==> src/rtl/luma16_pkg.sv <==
package luma16_pkg;
  typedef enum logic [1:0] {
    PM_VERT = 2'd0,
    PM_HORZ = 2'd1,
    PM_DC   = 2'd2,
    PM_BAD  = 2'd3
  } pmode_t;

  function automatic pmode_t decode_mode(input logic [3:0] nib);
    case (nib)
      4'd0:    decode_mode = PM_VERT;
      4'd1:    decode_mode = PM_HORZ;
      4'd2:    decode_mode = PM_DC;
      default: decode_mode = PM_BAD;
    endcase
  endfunction
endpackage

==> src/rtl/luma16_dc_unit.sv <==
module luma16_dc_unit #(
  parameter int SW = 8,
  parameter int N  = 16
) (
  input  logic [N*SW-1:0] top_i,
  input  logic [N*SW-1:0] left_i,
  input  logic            top_ok_i,
  input  logic            left_ok_i,
  output logic [SW-1:0]   dc_o
);
  localparam int SHIFT = $clog2(2*N);
  localparam int SUMW  = SW + SHIFT + 1;
  localparam logic [SW-1:0] MID = SW'(1 << (SW-1));

  logic [N*SW-1:0] top_p1, left_p, top_p2;
  logic [SUMW-1:0] acc;

  // patch order: grey top, left from top, top from left
  genvar g;
  generate
    for (g = 0; g < N; g++) begin : g_patch
      assign top_p1[g*SW +: SW] = top_ok_i  ? top_i[g*SW +: SW]  : MID;
      assign left_p[g*SW +: SW] = left_ok_i ? left_i[g*SW +: SW] : top_p1[g*SW +: SW];
      assign top_p2[g*SW +: SW] = top_ok_i  ? top_p1[g*SW +: SW] : left_p[g*SW +: SW];
    end
  endgenerate

  always_comb begin
    acc = SUMW'(N);
    for (int i = 0; i < N; i++) begin
      acc = acc + SUMW'(top_p2[i*SW +: SW]) + SUMW'(left_p[i*SW +: SW]);
    end
  end

  assign dc_o = acc[SHIFT +: SW];

  always_comb begin
    AST_NEITHER_GREY: assert (top_ok_i || left_ok_i || dc_o == MID);
  end
endmodule

==> src/rtl/luma16_row_gen.sv <==
module luma16_row_gen
  import luma16_pkg::*;
#(
  parameter int SW = 8,
  parameter int N  = 16,
  localparam int RW = $clog2(N)
) (
  input  pmode_t          mode_i,
  input  logic [N*SW-1:0] top_i,
  input  logic [N*SW-1:0] left_i,
  input  logic [SW-1:0]   dc_i,
  input  logic [RW-1:0]   row_i,
  output logic [N*SW-1:0] row_o
);
  logic [SW-1:0] left_sel;
  assign left_sel = left_i[row_i*SW +: SW];

  genvar c;
  generate
    for (c = 0; c < N; c++) begin : g_col
      always_comb begin
        case (mode_i)
          PM_VERT: row_o[c*SW +: SW] = top_i[c*SW +: SW];
          PM_HORZ: row_o[c*SW +: SW] = left_sel;
          default: row_o[c*SW +: SW] = dc_i;
        endcase
      end
    end
  endgenerate
endmodule

==> src/rtl/luma16_intra_pred.sv <==
module luma16_intra_pred
  import luma16_pkg::*;
#(
  parameter int SW = 8,
  parameter int N  = 16,
  localparam int RW = $clog2(N)
) (
  input  logic            clk,
  input  logic            rst,
  input  logic            start,
  input  logic [7:0]      mode_code,
  input  logic [N*SW-1:0] top_ref,
  input  logic [N*SW-1:0] left_ref,
  input  logic            top_avail,
  input  logic            left_hi_avail,
  input  logic            left_lo_avail,
  output logic            busy,
  output logic            out_valid,
  output logic [RW-1:0]   out_row_idx,
  output logic [N*SW-1:0] out_row,
  output logic            done,
  output logic            mode_err
);
  pmode_t          mode_d, mode_q;
  logic [N*SW-1:0] top_q, left_q;
  logic [SW-1:0]   dc_d, dc_q;
  logic [RW-1:0]   cnt_q;
  logic [N*SW-1:0] row_w;
  logic            left_ok;

  assign mode_d  = decode_mode(mode_code[3:0]);
  assign left_ok = left_hi_avail & left_lo_avail;

  luma16_dc_unit #(.SW(SW), .N(N)) dc_i (
    .top_i(top_ref), .left_i(left_ref),
    .top_ok_i(top_avail), .left_ok_i(left_ok), .dc_o(dc_d)
  );

  luma16_row_gen #(.SW(SW), .N(N)) rg_i (
    .mode_i(mode_q), .top_i(top_q), .left_i(left_q),
    .dc_i(dc_q), .row_i(cnt_q), .row_o(row_w)
  );

  // operand registers, no reset needed
  always_ff @(posedge clk) begin
    if (!busy && start && mode_d != PM_BAD) begin
      top_q  <= top_ref;
      left_q <= left_ref;
      dc_q   <= dc_d;
      mode_q <= mode_d;
    end
    if (busy) begin
      out_row     <= row_w;
      out_row_idx <= cnt_q;
    end
  end

  always_ff @(posedge clk) begin
    if (rst) begin
      busy      <= 1'b0;
      out_valid <= 1'b0;
      done      <= 1'b0;
      mode_err  <= 1'b0;
      cnt_q     <= '0;
    end else begin
      out_valid <= busy;
      done      <= 1'b0;
      mode_err  <= 1'b0;
      if (busy) begin
        cnt_q <= cnt_q + 1'b1;
        if (cnt_q == RW'(N-1)) begin
          busy <= 1'b0;
          done <= 1'b1;
        end
      end else if (start) begin
        if (mode_d == PM_BAD) begin
          mode_err <= 1'b1;
        end else begin
          busy  <= 1'b1;
          cnt_q <= '0;
        end
      end
    end
  end

  AST_DONE_LAST_ROW: assert property (@(posedge clk) disable iff (rst)
    done |-> (out_valid && out_row_idx == RW'(N-1)));
  AST_ROW_STEP: assert property (@(posedge clk) disable iff (rst)
    (out_valid && $past(out_valid)) |-> out_row_idx == $past(out_row_idx) + 1'b1);
  AST_ERR_NO_ROW: assert property (@(posedge clk) disable iff (rst)
    mode_err |-> (!busy && !out_valid));
  AST_VERT_COPY: assert property (@(posedge clk) disable iff (rst)
    (out_valid && mode_q == PM_VERT) |-> out_row == top_q);
  AST_BUSY_HOLD: assert property (@(posedge clk) disable iff (rst)
    (busy && $past(busy) && !done) |-> $stable(mode_q));
endmodule

==> config.mk <==
export PLATFORM = sky130hd
export DESIGN_NAME = luma16_intra_pred
export DESIGN_NICKNAME = d
export VERILOG_FILES = /design/src/rtl/luma16_pkg.sv /design/src/rtl/luma16_dc_unit.sv /design/src/rtl/luma16_row_gen.sv /design/src/rtl/luma16_intra_pred.sv
export SDC_FILE = /design/constraint.sdc
export NUM_CORES = 1
export LEC_CHECK = 0
export ABC_AREA = 1
export BUFFER_PORTS_ARGS = -buffer_cell sky130_fd_sc_hd__buf_2
export CAP_MARGIN = 20
export CORE_UTILIZATION = 58
export DETAILED_ROUTE_END_ITERATION = 16
export GPL_ROUTABILITY_DRIVEN = 0
export PLACE_DENSITY = 0.82
export SLEW_MARGIN = 20
export SYNTH_ARGS = -nofsm -noshare
export SYNTH_HDL_FRONTEND = slang
export SYNTH_SLANG_ARGS = --single-unit
==> constraint.sdc <==
create_clock -name clk -period 11.1 [get_ports clk]
set_clock_uncertainty 0.15 [all_clocks]
set_input_delay 1.11 -clock clk [delete_from_list [all_inputs] [get_ports clk]]
set_output_delay 1.11 -clock clk [all_outputs]
set_load 0.01 [all_outputs]
### Word-level counts from Yosys, hierarchy flattened

Index checks and enable logic that the tools add are counted.
W data, S select, Z words.

| cells by class | value |
|---|---|
| add/sub/neg operators | 33 |
| multipliers | 0 |
| divide/modulo/power cells | 0 |
| order comparisons | 0 |
| equal/unequal tests | 7 |
| shifts and indexed selects | 1 |
| mux-type cells | 74 |
| bitwise operators | 3 |
| reductions and logical operators | 9 |

Operator list:

| kind | number |
|---|---|
| $add A13 B8 Y13 | 31 |
| $mux W8 | 48 |
| $pmux W8 S2 | 16 |
| $shiftx A128 B8 Y8 | 1 |
| $mux W4 | 3 |
| $add A5 B8 Y9 const A | 1 |
| $mux W1 | 6 |
| $pmux W2 S3 | 1 |
| $add A4 B1 Y4 const B | 1 |
| $eq A4 B1 Y1 const B | 1 |
| $eq A4 B2 Y1 const B | 1 |
| $eq A4 B4 Y1 const B | 1 |
| $logic_not A4 Y1 | 1 |
| $ne A2 B2 Y1 const B | 2 |
| $reduce_or A3 Y1 | 1 |
| $eq A2 B1 Y1 const B | 1 |
| $eq A2 B2 Y1 const B | 1 |
| $logic_and A1 B1 Y1 | 2 |
| $logic_not A2 Y1 | 1 |
| $not A1 Y1 | 2 |
| $reduce_and A2 Y1 | 1 |
| $reduce_bool A2 Y1 | 1 |
| $reduce_or A2 Y1 | 1 |
| $and A1 B1 Y1 | 1 |
| $logic_not A1 Y1 | 1 |

| word-level totals | value |
|---|---|
| register bits after elaboration | 406 |
| latch bits | 0 |
| bits in writable memories | 0 |
| memory bits (read-only) | 0 |
| input bits | 270 |
| memories | 0 |

### Longest topological paths before layout

| logic depth | value |
|---|---|
| word-level depth | 35 |
| gate-level depth with buffers | 30 |

### By module

A second synthesis with hierarchy kept.

| second synthesis, totals | value |
|---|---|
| cells, all modules | 2337 |
| area, all modules | 24810.0 um^2 |

Modules (own cells, without submodules):

| module | instances | cells each | area an instance (um^2) | seq. area each (um^2) |
|---|---|---|---|---|
| luma16_intra_pred | 1 | 450 | 12321.8 | 12111.6 |
| luma16_dc_unit | 1 | 1185 | 9360.2 | 0.0 |
| luma16_row_gen | 1 | 702 | 3128.0 | 0.0 |

### Least setup slack after synthesis

No wires, ideal clock.

| path | value |
|---|---|
| path type | flip-flop to flip-flop |
| start | reg busy |
| end | reg dc_q[0], enable pin |
| library setup time | 1.408 ns |
| arrival time | 6.880 ns |
| data required time | 9.542 ns |
| slack | 2.662 ns |
| stages on the path, launching flop included | 4 |
| buffers on the path | 0 |
| cells stage by stage | dfxtp_1 -> inv_1 -> nand2_1 -> inv_1 |

| between the ends | value |
|---|---|
| word-level cells in the longest chain between the ends | 3 |

RTL lines:

| element | RTL line | text |
|---|---|---|
| start, declared | luma16_intra_pred.sv:17 | `output logic busy,` |
| start signal, assigned | luma16_intra_pred.sv:60 | `busy <= 1'b0;` |
| start signal, assigned | luma16_intra_pred.sv:72 | `busy <= 1'b0;` |
| start signal, assigned | luma16_intra_pred.sv:79 | `busy <= 1'b1;` |
| $logic_not A1 Y1 | luma16_intra_pred.sv:46 | `if (!busy && start && mode_d != PM_BAD) begin` |
| $logic_and A1 B1 Y1 (2 in a row) | luma16_intra_pred.sv:46 |  |
| end signal, assigned | luma16_intra_pred.sv:49 | `dc_q <= dc_d;` |
| end, declared | luma16_intra_pred.sv:26 | `logic [SW-1:0] dc_d, dc_q;` |

Every way passes these cells.
A chain may end at the register's enable or synchronous reset.

### Worst setup path in the final report

| path | value |
|---|---|
| start | in top_avail |
| end | reg dc_q[7] (data pin) |

| between the ends | value |
|---|---|
| word-level cells in the longest chain between the ends | 35 |
| elaborated cells between the ends (all ways) | 80 |

RTL lines:

| element | RTL line | text |
|---|---|---|
| start, declared | luma16_intra_pred.sv:14 | `input logic top_avail,` |
| $mux W8 | luma16_dc_unit.sv:22 | `assign top_p1[g*SW +: SW] = top_ok_i ? top_i[g*SW +: SW] : MID;` |
| $mux W8 | luma16_dc_unit.sv:23 | `assign left_p[g*SW +: SW] = left_ok_i ? left_i[g*SW +: SW] : top_p1[g*SW +: SW];` |
| $mux W8 | luma16_dc_unit.sv:24 | `assign top_p2[g*SW +: SW] = top_ok_i ? top_p1[g*SW +: SW] : left_p[g*SW +: SW];` |
| $add A5 B8 Y9 | luma16_dc_unit.sv:31 | `acc = acc + SUMW'(top_p2[i*SW +: SW]) + SUMW'(left_p[i*SW +: SW]);` |
| $add A13 B8 Y13 (30 in a row) | luma16_dc_unit.sv:31 |  |
| $add A13 B8 Y13 (*) | luma16_dc_unit.sv:31 |  |
| named net dc_d[7] | luma16_intra_pred.sv:26 |  |

Mark *: on every way through the listed nets, which the timed path passes. The rest lies on a longest branch.

==> impl_results.md <==
* Crit path arrival time at 8.80 ns
* Register area share after synthesis at 48.8%
* Multiplexer share of the synthesized area at 0%
* Largest net degree at the start of global routing at 132
* Seq cells post-synth at 406
* Die Area at 43,600 um^2
* Status: complete, no violations
* Htree depth at 2
* Slew Limit Fails at 0
* Mapped Area at 24,800 um^2
* Max-Cap Viols at 0
* Final Routed Wirelength at 72,600 um
* Clk slew on worst S/H paths at 0.06 ns
* Avg Inst Size Synth at 10.7 um^2
* Main combinational cell family by area after synthesis: adder cells
* # resized after CTS at 0
* Synth async-reset ratio at 0%
* Pre-CTS setup slack at 2.05 ns
* Postcts setup bufs at 0
* Clock sink total at 406
* Complex-gate fraction of the synthesized area at 6.21%
* Total number of vias at 19,081
* CTS Hold Bufs at 0
* First-pass GRT wire length at 109,000 um
* Synth Area in Adders at 20.7%
* Num CTS Buffers at 43
* Worst-margin pin slew at 1.02 ns
* Fin cells at 3,272
* Total GRT Usage at 33.7%
* Final Hold Viols at 0
* Residual DRC count at 0
* Crit path cell chain: buf_6, inv_1, buf_4, nor2_1, nand2_1, o21ai_0, a21oi_1, fa_1, fa_1, fa_1, fa_1, fa_1, fa_1, fa_1, inv_1, fa_1, inv_1, ha_1, a21oi_1, o21ai_0, a21oi_1, nand2_1, nand2_1, nand2_1
* Post-synthesis net count at 2,863
* # IOs at 406
* EDFF count, synth at 398
* Crit. End Element: flip-flop
* Post-route setup slack at 2.49 ns
* YS warnings at 0
* Worst EP required at 11.28 ns
* Buffers and inverters on the worst path at 5
* Vias in the first global route at 18,738
* Die boundary height at 209 um
* Unrepaired setup endpoints after global routing: no
* Crit-path max FO at 113
* Yosys top cell by area: edfxtp_1
* Fmax at 116 MHz
* Post-Synth XOR/XNOR Area at 0.212%
* Cell mode on critical path: fa_1
* Hold WC Path Type: flip-flop to flip-flop
* CP top delay family: adder cells
* Crit path time final at 8.61 ns
* Slowest CP cell: inv_1
* Post-Synth Simple-Gate Area at 16.2%
* Post-route ant nets at 0
* Number of library cell types mapped by synthesis at 32
* Via density per instance at 5.83
* Setup CP Type: input port to flip-flop
* Placed Cells incl. Taps at 3,167
* Max_slew headroom at 31.8%
* Area share of the largest cell type after synthesis at 48.2%
* # port buffers at 401
* Starting Density at 59.0%
* Core area at 42,000 um^2
* Grt total ovfl at 0
* Num rows at 75
* Top_reg_cell synth: edfxtp_1
* Share of cells above drive strength 1 at 21.2%
* DRT Pass-1 Iters at 6
* Die X-Extent at 209 um
* Final setup TNS at 0 ns
* Routed WL per cell at 22.2 um
* Top post-synthesis cells by area: edfxtp_1 48%, fa_1 19%, nand2_1 9.2%
* Dpl hpwl at 54,500 um
* CP Launch Type: input port
* Setup-failing EPs final at 0
* Initial antenna violation count at 35
* Clk root buf: clkbuf_16
* Final nets at 3,213
* Post-route clock period utilization at 77.6%
* Clk_lat worst skew at 0.58 ns
* Post-Syn Instances at 2,323
* Slowest stage delay, CP at 0.71 ns
* Synth-to-Final Area Change at 14.8%
* DRT iter0 DRCs at 2,702
* CTS tree: built
* Clk buf depth at 3
[metal layers]
| metal | part of all wire, % | wire length (um) | track usage [%] | vias up |
|---|---|---|---|---|
| met5 | 0.074 | 54 | 0 | - |
| met4 | 5.3 | 3840 | 16.7 | 8 |
| met3 | 13 | 9550 | 8.57 | 257 |
| met2 | 45 | 32500 | 50.0 | 1474 |
| met1 | 37 | 26700 | 46.4 | 9096 |
| li1 | - | - | - | 8246 |
[logic make-up after synthesis]
family,count (synthesis)
compound gates,274
simple gates,889
xor+xnor,6
buf+inv,478
flops,406
fa+ha+maj,270
[path summary, 6_finish.rpt]
| path | start | end | slack, ns | depth (start not counted) |
|---|---|---|---|---|
| hold / removal | cnt_q[3] | out_row_idx[3] | 0.38 | 0 |
| setup / recovery | top_avail | dc_q[7] | 2.49 | 24 |
| setup reg to reg | mode_q[1] | out_row[120] | 7.97 | 4 |
| hold reg to reg | cnt_q[3] | out_row_idx[3] | 0.38 | 0 |
[registers in the layout, summed over array words and instances, names as in the netlist]
register / flops
cnt_q: 4
top_q: 128
left_q: 128
busy: 1
mode_q: 2
out_row_idx: 4
out_valid: 1
dc_q: 8
out_row: 128
mode_err: 1
done: 1
[metrics by stage]
| step | util, % | hold WS (ns) | cell area [um^2] |
|---|---|---|---|
| final | 67.8 | 0.379 | 28500 |
| after global routing | 67.8 | 0.395 | 28500 |
| after detailed placement | 64.4 | 0.360 | 27100 |
| after floorplan | - | 0.279 | 24800 |
| after global placement | 64.4 | 0.346 | 27100 |
| after CTS | 67.6 | 0.375 | 28400 |
[layout make-up]
cell class / count / area, um^2
fill: 2968 / 13500
sequential: 406 / 12100
multi-input combinational: 1439 / 10800
timing repair buffer: 416 / 2130
inverter: 367 / 1390
clock buffer: 47 / 1090
tap: 539 / 674
clock inverter: 27 / 251
antenna: 31 / 77.6
[synth_stat cells, types with 8 or more instances]
cell type and instances:
nand2_1 607, edfxtp_1 398, inv_1 362, fa_1 234
o21ai_0 182, nand3_1 147, nand3_2 70, o21a_1 63
clkbuf_1 53, ha_1 36, nor2_1 36, buf_2 32
a21oi_1 23, buf_6 11, buf_4 8, dfxtp_1 8
nand2_2 8, or2_2 8
[cells in the final DEF, fill, tap and decap left out, types with 3 or more instances in the layout]
cell	instances
nand2_1	606
buf_2	400
edfxtp_1	398
inv_1	360
fa_1	234
o21ai_0	182
nand3_1	147
nand3_2	70
o21a_1	63
clkbuf_16	43
ha_1	36
nor2_1	35
diode_2	31
a21oi_1	23
buf_4	15
clkinv_1	11
nand2_2	9
or2_2	8
clkinv_2	8
xor2_1	6
nor3_1	6
dfxtp_1	6
inv_6	4
clkbuf_1	4
nand4_1	3
bufinv_16	3
Power is not shown: default switching activity piles up to over one toggle a cycle in this logic, so the estimate is an artifact.
